`config.mk`:
```
export PLATFORM = sky130hd
export DESIGN_NAME = mao_arbiter
export DESIGN_NICKNAME = d
export VERILOG_FILES = /design/src/rtl/mao_pkg.sv /design/src/rtl/mao_out_sel.sv /design/src/rtl/mao_rr_ptr.sv /design/src/rtl/mao_arbiter.sv
export SDC_FILE = /design/constraint.sdc
export NUM_CORES = 1
export LEC_CHECK = 0
export BUFFER_PORTS_ARGS = -buffer_cell sky130_fd_sc_hd__buf_2
export CAP_MARGIN = 40
export CORE_UTILIZATION = 50
export DETAILED_ROUTE_END_ITERATION = 10
export PLACE_DENSITY = 0.76
export SLEW_MARGIN = 0
export SYNTH_ARGS = -nofsm -noshare
export SYNTH_HDL_FRONTEND = slang
export SYNTH_SLANG_ARGS = --single-unit
```
`constraint.sdc`:
```
create_clock -name clk -period 15.8 [get_ports clk]
set_clock_uncertainty 0.2 [all_clocks]
set_input_delay 3.16 -clock clk [delete_from_list [all_inputs] [get_ports clk]]
set_output_delay 3.16 -clock clk [all_outputs]
set_load 0.02 [all_outputs]
```
`src/rtl/mao_pkg.sv`:
```
package mao_pkg;

    // Index reached by stepping 'off' positions from 'base' on a ring of n entries.
    function automatic int unsigned ring_step(input int unsigned base,
                                              input int unsigned off,
                                              input int unsigned n);
        return (base + off) % n;
    endfunction

endpackage

```
`src/rtl/mao_out_sel.sv`:
```
// Round-robin selector for one output: picks up to L requesters starting at the pointer.
module mao_out_sel #(
    parameter int N  = 8,
    parameter int L  = 3,
    parameter int IW = $clog2(N),
    parameter int CW = $clog2(L + 1)
) (
    input  logic [N-1:0]  match_i,
    input  logic [IW-1:0] ptr_i,
    output logic [N-1:0]  sel_o,
    output logic [CW-1:0] cnt_o,
    output logic [IW-1:0] next_ptr_o
);
    import mao_pkg::*;

    always_comb begin
        logic [N-1:0]  sel;
        logic [CW-1:0] cnt;
        logic [IW-1:0] nptr;
        sel  = '0;
        cnt  = '0;
        nptr = ptr_i;
        for (int k = 0; k < N; k++) begin
            int unsigned idx;
            idx = ring_step(int'(ptr_i), k, N);
            if (match_i[idx] && (int'(cnt) < L)) begin
                sel[idx] = 1'b1;
                cnt      = cnt + 1'b1;
                nptr     = IW'(ring_step(idx, 1, N));
            end
        end
        sel_o      = sel;
        cnt_o      = cnt;
        next_ptr_o = nptr;
    end

    // the selector never picks more than L inputs
    always_comb begin
        a_r2_sel_bound: assert ($countones(sel_o) <= L);
    end

    // only requesting inputs are selected
    always_comb begin
        a_r4_sel_subset: assert ((sel_o & ~match_i) == '0);
    end
endmodule

```
`src/rtl/mao_rr_ptr.sv`:
```
// Rotating pointer of one output, advanced on a slot in which that output granted.
module mao_rr_ptr #(
    parameter int N  = 8,
    parameter int IW = $clog2(N)
) (
    input  logic          clk,
    input  logic          rst,
    input  logic          slot_i,
    input  logic          adv_i,
    input  logic [IW-1:0] next_i,
    output logic [IW-1:0] ptr_o
);
    always_ff @(posedge clk) begin
        if (rst) begin
            ptr_o <= '0;
        end else if (slot_i && adv_i) begin
            ptr_o <= next_i;
        end
    end

    // the pointer stays put unless this output granted in a slot
    a_r7_ptr_hold: assert property (@(posedge clk) disable iff (rst)
        !(slot_i && adv_i) |=> $stable(ptr_o));

    // pointer cleared by reset
    a_r1_ptr_reset: assert property (@(posedge clk)
        rst |=> (ptr_o == '0));
endmodule

```
`src/rtl/mao_arbiter.sv`:
```
// Per-slot arbiter: every output accepts up to L head-of-line cells, losers wait.
module mao_arbiter #(
    parameter int N  = 8,
    parameter int L  = 3,
    localparam int DW = $clog2(N),
    localparam int CW = $clog2(L + 1)
) (
    input  logic            clk,
    input  logic            rst,
    input  logic            slot_i,
    input  logic [N-1:0]    req_valid_i,
    input  logic [N*DW-1:0] req_dest_i,
    output logic [N-1:0]    grant_o,
    output logic [N*CW-1:0] accept_cnt_o
);
    logic [N-1:0]  match   [N];
    logic [N-1:0]  sel     [N];
    logic [CW-1:0] cnt_nx  [N];
    logic [CW-1:0] cnt_q   [N];
    logic [DW-1:0] ptr     [N];
    logic [DW-1:0] ptr_nx  [N];
    logic [N-1:0]  grant_nx;
    logic [N-1:0]  grant_q;

    for (genvar o = 0; o < N; o++) begin : g_out
        for (genvar i = 0; i < N; i++) begin : g_match
            assign match[o][i] = req_valid_i[i] && (req_dest_i[i*DW +: DW] == DW'(o));
        end

        mao_out_sel #(.N(N), .L(L), .IW(DW), .CW(CW)) u_sel (
            .match_i    (match[o]),
            .ptr_i      (ptr[o]),
            .sel_o      (sel[o]),
            .cnt_o      (cnt_nx[o]),
            .next_ptr_o (ptr_nx[o])
        );

        mao_rr_ptr #(.N(N), .IW(DW)) u_ptr (
            .clk    (clk),
            .rst    (rst),
            .slot_i (slot_i),
            .adv_i  (cnt_nx[o] != '0),
            .next_i (ptr_nx[o]),
            .ptr_o  (ptr[o])
        );

        always_ff @(posedge clk) begin
            if (rst) begin
                cnt_q[o] <= '0;
            end else if (slot_i) begin
                cnt_q[o] <= cnt_nx[o];
            end
        end

        assign accept_cnt_o[o*CW +: CW] = cnt_q[o];

        // registered count bounded by L
        a_r2_cnt_bound: assert property (@(posedge clk) disable iff (rst)
            int'(cnt_q[o]) <= L);

        // each output takes min(requests, L)
        a_r3_accept_min: assert property (@(posedge clk) disable iff (rst)
            slot_i |=> int'(cnt_q[o]) ==
                (($countones($past(match[o])) > L) ? L : $countones($past(match[o]))));

        // count agrees with grants to inputs that addressed this output
        a_r5_cnt_grants: assert property (@(posedge clk) disable iff (rst)
            slot_i |=> $countones(grant_q & $past(match[o])) == int'(cnt_q[o]));
    end

    // An input matches exactly one output, so ORing the selections gives one grant at most.
    always_comb begin
        grant_nx = '0;
        for (int o = 0; o < N; o++) begin
            grant_nx = grant_nx | sel[o];
        end
    end

    always_ff @(posedge clk) begin
        if (rst) begin
            grant_q <= '0;
        end else if (slot_i) begin
            grant_q <= grant_nx;
        end
    end

    assign grant_o = grant_q;

    // no grant to an input without a valid cell
    a_r4_valid_only: assert property (@(posedge clk) disable iff (rst)
        slot_i |=> (grant_q & ~$past(req_valid_i)) == '0);

    // outputs frozen between slot strobes
    a_r6_hold: assert property (@(posedge clk) disable iff (rst)
        !slot_i |=> ($stable(grant_q) && $stable(accept_cnt_o)));

    // reset clears the grants
    a_r1_reset: assert property (@(posedge clk)
        rst |=> (grant_q == '0));
endmodule

```
# Yosys cells after proc, flatten, opt, wreduce, memory -nomap -nowiden
# Memories as Yosys holds them, arrays and structs flattened.
# Cells that the tools add are included.
# word_totals
ramBits	16
register_bits	32
output_inout_bits	24
word_cells	1174
input_bits	35
memories	1
# op_classes
addsub	168
reduce_logical	224
n_bitwise	71
muxes	461
order_cmp	184
eq_ne	56
# memory_table
name	depth	word_bits	rd	rd_clocked_by_memory_dff	wr	line_no	rtl
cnt_q	8	2	8	0	8	mao_arbiter.sv:19	logic [CW-1:0] cnt_q [N];
# ops
op	n
2-to-1 mux 8 bit	64
OR 8 bit	63
less-than comparator 3 x 4 -> 1 bit, second input constant	64
adder 3 x 1 -> 3 bit, second input constant	64
binary-select mux 1 bit (select 3 bit)	64
demux 1 bit (select 3 bit)	64
>= comparator 3 x 1 -> 1 bit, second input constant	64
logical AND 1 bit	192
2-to-1 mux 3 bit	64
2-to-1 mux 1 bit	141
2-to-1 mux 2 bit	64
adder 2 x 1 -> 2 bit, second input constant	56
less-than comparator 2 bit, second input constant	56
adder 3 bit, second input constant	32
== test 3 bit, second input constant	32
nonzero test 8 bit	8
adder 3 x 2 -> 3 bit, second input constant	16
== test 3 x 2 -> 1 bit, second input constant	16
== test 3 x 1 -> 1 bit, second input constant	8
logical NOT 3 bit	8
AND reduction 2 bit	8
nonzero test 2 bit	8
OR 1 bit	8

# Longest topological paths before layout
# depth
ltp_word	33
depth_mapped	45
ltp_nobuf	39

# Hierarchy
# From an unflattened synthesis, not the netlist that was laid out.
# unflattened
hier_cells	1702
area_unflattened_um2	15051.9
# by_module_without_submodules
module	n_inst	cells_each	seq_area_each_um2	area_per_inst_um2
mao_out_sel at g_out[1].u_sel ...	6	174	0.0	1577.8
mao_out_sel at g_out[0].u_sel	1	174	0.0	1581.5
mao_arbiter	1	190	640.6	1522.7
mao_out_sel at g_out[7].u_sel	1	198	0.0	1520.2
mao_rr_ptr	8	12	60.1	120.1

# Worst setup path before layout
# OpenSTA, ideal clock, no wires.
# synth_timing
path_type	input to register
startpoint	input port req_dest_i[10]
endpoint	register grant_q[2], in the netlist grant_o[2]
path_slack_ns	4.423
required_ns	15.463
stages	36
path_buffers	3
t_arrival_ns	11.040
cell_sequence	clkbuf_1 -> nand4_1 -> mux4_2 -> mux2_2 -> ha_1 -> nand2b_1 -> mux2_2 -> ha_1 -> or2_2 -> o22a_1 -> clkbuf_1 -> o22a_1 -> ha_1 -> or2_2 -> o22ai_2 -> xnor3_1 -> ha_1 -> nand2b_1 -> nor2_1 -> nor2_1 -> xnor2_1 -> ha_1 -> or2_1 -> clkbuf_1 -> and3_1 -> a21oi_1 -> ha_1 -> mux2i_1 -> nand3_1 -> o211ai_1 -> a2111oi_0 -> o2111ai_1 -> a2111oi_0 -> o2111ai_1 -> a221oi_1 -> a311oi_1
# synth_between
elab_chain_cells	33
word_cells_on_any_way	487
classes_between	add/sub (48); order compare (56); eq/ne (7); mux (248); bitwise (63); reduce/logical (65)
# synth_lines
element	line_no	rtl
from (decl)	mao_arbiter.sv:12	input logic [N*DW-1:0] req_dest_i,
== test 3 x 1 -> 1 bit or logical NOT 3 bit (tied branches)	mao_arbiter.sv:27	assign match[o][i] = req_valid_i[i] && (req_dest_i[i*DW +: DW] == DW'(o));
logical AND 1 bit	mao_arbiter.sv:27	
binary-select mux 1 bit (select 3 bit)	mao_out_sel.sv:26	if (match_i[idx] && (int'(cnt) < L)) begin
2-to-1 mux 1 bit (not written as such)	mao_out_sel.sv:26	
2-to-1 mux 1 bit	mao_out_sel.sv:26	
less-than comparator 2 bit	mao_out_sel.sv:26	
logical AND 1 bit	mao_out_sel.sv:26	
2-to-1 mux 2 bit	mao_out_sel.sv:26	
[... 12 more ...]	-	
less-than comparator 2 bit	mao_out_sel.sv:26	
logical AND 1 bit	mao_out_sel.sv:26	
2-to-1 mux 2 bit	mao_out_sel.sv:26	
less-than comparator 2 bit	mao_out_sel.sv:26	
logical AND 1 bit	mao_out_sel.sv:26	
2-to-1 mux 8 bit	mao_out_sel.sv:26	
OR 8 bit (6 in series)	mao_arbiter.sv:75	grant_nx = grant_nx | sel[o];
OR 8 bit (*)	mao_arbiter.sv:75	
to (signal assigned)	mao_arbiter.sv:83	grant_q <= grant_nx;
to (decl)	mao_arbiter.sv:23	logic [N-1:0] grant_q;
# Every way passes the cells marked *; elsewhere a longest branch is shown, timed or not. The select of a mux whose other input is x is not followed.
# A chain may end at the register's enable or synchronous reset.

# Worst setup path in the final report
# layout_timing
startpoint	input port req_dest_i[6]
endpoint	register grant_q[6], in the netlist grant_o[6]
# Same word-level chain as after synthesis.

==> results.sh <==
export IMPL_power_density_mw_per_mm2=173
export IMPL_synth_top_family_by_area="compound AO/OA/AOI/OAI gates"
export IMPL_worst_ep_required_time_ps=15790
export IMPL_gr_total_overflow=0
export IMPL_final_min_period_over_clock_period=0.898
export IMPL_synthArstFlopShare=0
export IMPL_rsz0062_at_grt="no"
export IMPL_placementRows=61
export IMPL_area_contributors_post_synth="ha_1 (9.9%), mux4_2 (9.0%), nor2_1 (4.8%)"
export IMPL_fin_ws_ps=1610
export IMPL_drt_iter0_markers=2819
export IMPL_max_clock_path_buffers=2
export IMPL_core_region_area_mm2=0.0281
export IMPL_number_of_flops_mapped_to_enable_cells_by_yosys=16
export IMPL_place_congestion=1.13
export IMPL_die_w_um=172
export IMPL_synthAdderAreaFrac=0.0987
export IMPL_reg2reg_setup_slack_ps=2930
export IMPL_worstHoldPathType="reg -> reg"
export IMPL_cts_tree="built"
export IMPL_post_cts_resize_count=0
export IMPL_criticalPathCategory="in -> reg"
export IMPL_ir_drop_uv=151
export IMPL_io_buffer_count=58
export IMPL_cp_common_cell="ha_1"
export IMPL_synth_simple_area_share=0.269
export IMPL_hold_worst_slack_ps=288
export IMPL_ioPinCount=59
export IMPL_worst_endpoint_arrival_ps=14170
export IMPL_antenna_found_initial=2
export IMPL_report_final_hold_viol_count=0
export IMPL_timing_worst_slew_pin_value_ps=1100
export IMPL_global_route_usage_total=0.479
export IMPL_design_area_mm2=0.0153
export IMPL_final_period_minus_worst_setup_slack_ps=14190
export IMPL_dominantRegCellSynth="dfxtp_1"
export IMPL_post_drt_wl_per_cell_um=31.9
export IMPL_path_max_fanout=12
export IMPL_critical_path_start="req_dest_i[6]"
export IMPL_critPathSlowestCell="mux2i_1"
export IMPL_post_dr_vias_cell=7.63
export IMPL_max_slew_margin=0.250
export IMPL_r2r_start="g_out[5].u_ptr.ptr_o[0]$_SDFFE_PP0P_"
export IMPL_finalNetCount=1993
export IMPL_post_layout_total_power_mw=2.64
export IMPL_die_area_mm2=0.0296
export IMPL_area_growth_pct=5.59
export IMPL_yosys_mux_area_fraction=0.165
export IMPL_timing_hold_worst_endpoint="grant_o[4]$_SDFFE_PP0P_"
export IMPL_drive_above_1_share=0.145
export IMPL_grt_start_max_net_pins=36
export IMPL_slowest_delay_ps=710
export IMPL_remaining_drc_errors=0
export IMPL_synthDominantAreaCellType="ha_1"
export IMPL_cts_made_buffers=5
export IMPL_floorplan_die_height_um=172
export IMPL_root_buffer="clkbuf_16"
export IMPL_netlist_area_mm2=0.0144
export IMPL_initial_utilization=0.514
export IMPL_postSynthRegisterBits=48
export IMPL_synthCells=1853
export IMPL_via_count=17000
export IMPL_grt_pass1_vias=15200
export IMPL_post_dp_hpwl_mm=57.1
export IMPL_total_leakage_power_nw=5.88
export IMPL_worst_setup_path_start_kind="primary input"
export IMPL_timing_setup_tns_ps=0
export IMPL_detailed_router_iteration_count_before_antenna_repair=7
export IMPL_synth_compound_area_frac=0.272
export IMPL_numClockSinks=48
export IMPL_reg2regPathDepth=39
export IMPL_synthesis_nets=2002
export IMPL_rr_endpoint="grant_o[6]$_SDFFE_PP0P_"
export IMPL_place_area_mm2=0.0151
export IMPL_post_cts_setup_buffers=0
export IMPL_path_clk_slew_ps=90
export IMPL_maxCapViolCount=0
export IMPL_synth_top_area_frac=0.0987
export IMPL_final_max_slew_viol_count=0
export IMPL_yosys_warnings=0
export IMPL_fraction_of_synthesized_cell_area_in_xor_and_xnor_cells=0.0648
export IMPL_final_setup_viol_count=0
export IMPL_cts_htree_levels=2
export IMPL_grt_first_pass_wirelength_mm=103
export IMPL_postRouteAntennaNets=0
export IMPL_worstHoldStart="grant_o[4]$_SDFFE_PP0P_"
export IMPL_dp_worst_setup_slack_ps=1600
export IMPL_hold_path_cell_count=2
export IMPL_drt_total_wl_mm=70.9
export IMPL_cts_hold_buffers_added=0
export IMPL_worstSkewPairLatency_ps=330
export IMPL_synth_yosys_seq_area_share=0.0776
export IMPL_max_freq_mhz=70.5
export IMPL_synth_avg_cell_area_um2=7.80
export IMPL_synth_cell_types=110
export IMPL_critPathCaptureType="flip-flop"
export IMPL_outcome="finished, final reports clean"
## how the worst max path moves through the flow
stage / slack [ps] / depth (start not counted) / to
6_report: 1610 / 36 / grant_o[6]$_SDFFE_PP0P_
4_1_cts: 1900 / 36 / grant_o[6]$_SDFFE_PP0P_
2_1_floorplan: 4420 / 36 / grant_o[2]$_SDFFE_PP0P_
3_5_place_dp: 1600 / 36 / grant_o[6]$_SDFFE_PP0P_
5_1_grt: 1000 / 36 / grant_o[6]$_SDFFE_PP0P_
3_3_place_gp: 1880 / 36 / grant_o[6]$_SDFFE_PP0P_
## critical path, delay by kind of cell
family | cells | cell delay [ps]
AOI/OAI and AO/OA | 12 | 3860
and+or+nand+nor | 9 | 2350
adders and majority gates | 6 | 1660
muxes | 3 | 1580
buffers and inverters | 4 | 760
xor gates and xnor gates | 2 | 760
## cells in the mapped netlist (11+ instances only)
master     instances
and3_1            11
xor2_1            21
nand3_1           44
o2111ai_1         12
clkbuf_1          87
nor2_1           186
ha_1             114
edfxtp_1          16
nand4b_1          12
o221ai_1          12
o21ai_0           76
a31oi_1           27
nor3_1            46
buf_1             11
buf_2             14
o22ai_1           51
a221oi_1          13
nand4_1           33
a21o_1            16
a22o_1            15
mux2_2            23
inv_1             68
a211oi_1          20
dfxtp_1           32
a21oi_1           94
nand2_1          160
o31ai_1           14
mux2i_1           59
a2111oi_0         16
nor2b_1           35
or2_2             14
o211ai_1          14
a22oi_1           34
or3_1             12
nand2b_1          25
a311oi_1          19
and4b_1           22
mux4_2            58
nor4_1            27
xnor2_1           50
## flip-flops by register name, indices dropped and copies added, names as in the netlist
name               count
g_out.u_ptr.ptr_o     24
grant_o                8
cnt_q                 16
## cell type report
class | instances | area [um^2]
tap | 378 | 473
clock inverter | 2 | 17.5
timing repair buffer | 104 | 651
clock buffer | 6 | 150
antenna | 1 | 2.50
sequential | 48 | 1120
inverter | 72 | 270
multi-input combinational | 1613 | 12600
fill | 2749 | 12800
## through the flow
step / instances / utilization
final: 2224 / 0.543
after global routing: 2223 / 0.543
after CTS: 2223 / 0.543
after detailed placement: 2215 / 0.537
after global placement: 2207 / 0.534
after floorplan: 1853 / -
## metal layers
metal	global-route usage	vias up	wire length, um
met5	0	-	17
met1	0.628	8085	27200
met3	0.123	266	9380
met4	0.284	2	4930
met2	0.702	1365	29400
li1	-	7244	-
## where the power goes
group	leakage, nW	total [mW]	switching, mW	internal (mW)
clock	0.0822	0.133	0.0634	0.0694
combinational	5.36	2.28	1.46	0.813
sequential	0.438	0.230	0.0593	0.171
## cells by family after synthesis
| family | count (synthesis) |
|---|---|
| AO/OA/AOI/OAI | 552 |
| buffers and inverters | 192 |
| flip-flops | 48 |
| XOR/XNOR | 86 |
| adder cells (fa/ha/maj) | 114 |
| AND/OR/NAND/NOR | 709 |
| multiplexers | 152 |
## cells in the final DEF, fill, tap and decap left out, drive strengths merged, types with 52 or more instances in the layout
master / instances
nor2: 187
nand2: 160
ha: 114
buf: 103
a21oi: 96
o21ai: 83
inv: 70
mux2i: 65
mux4: 60
xnor2: 54
o22ai: 52
(Power assumes the default switching activity.)
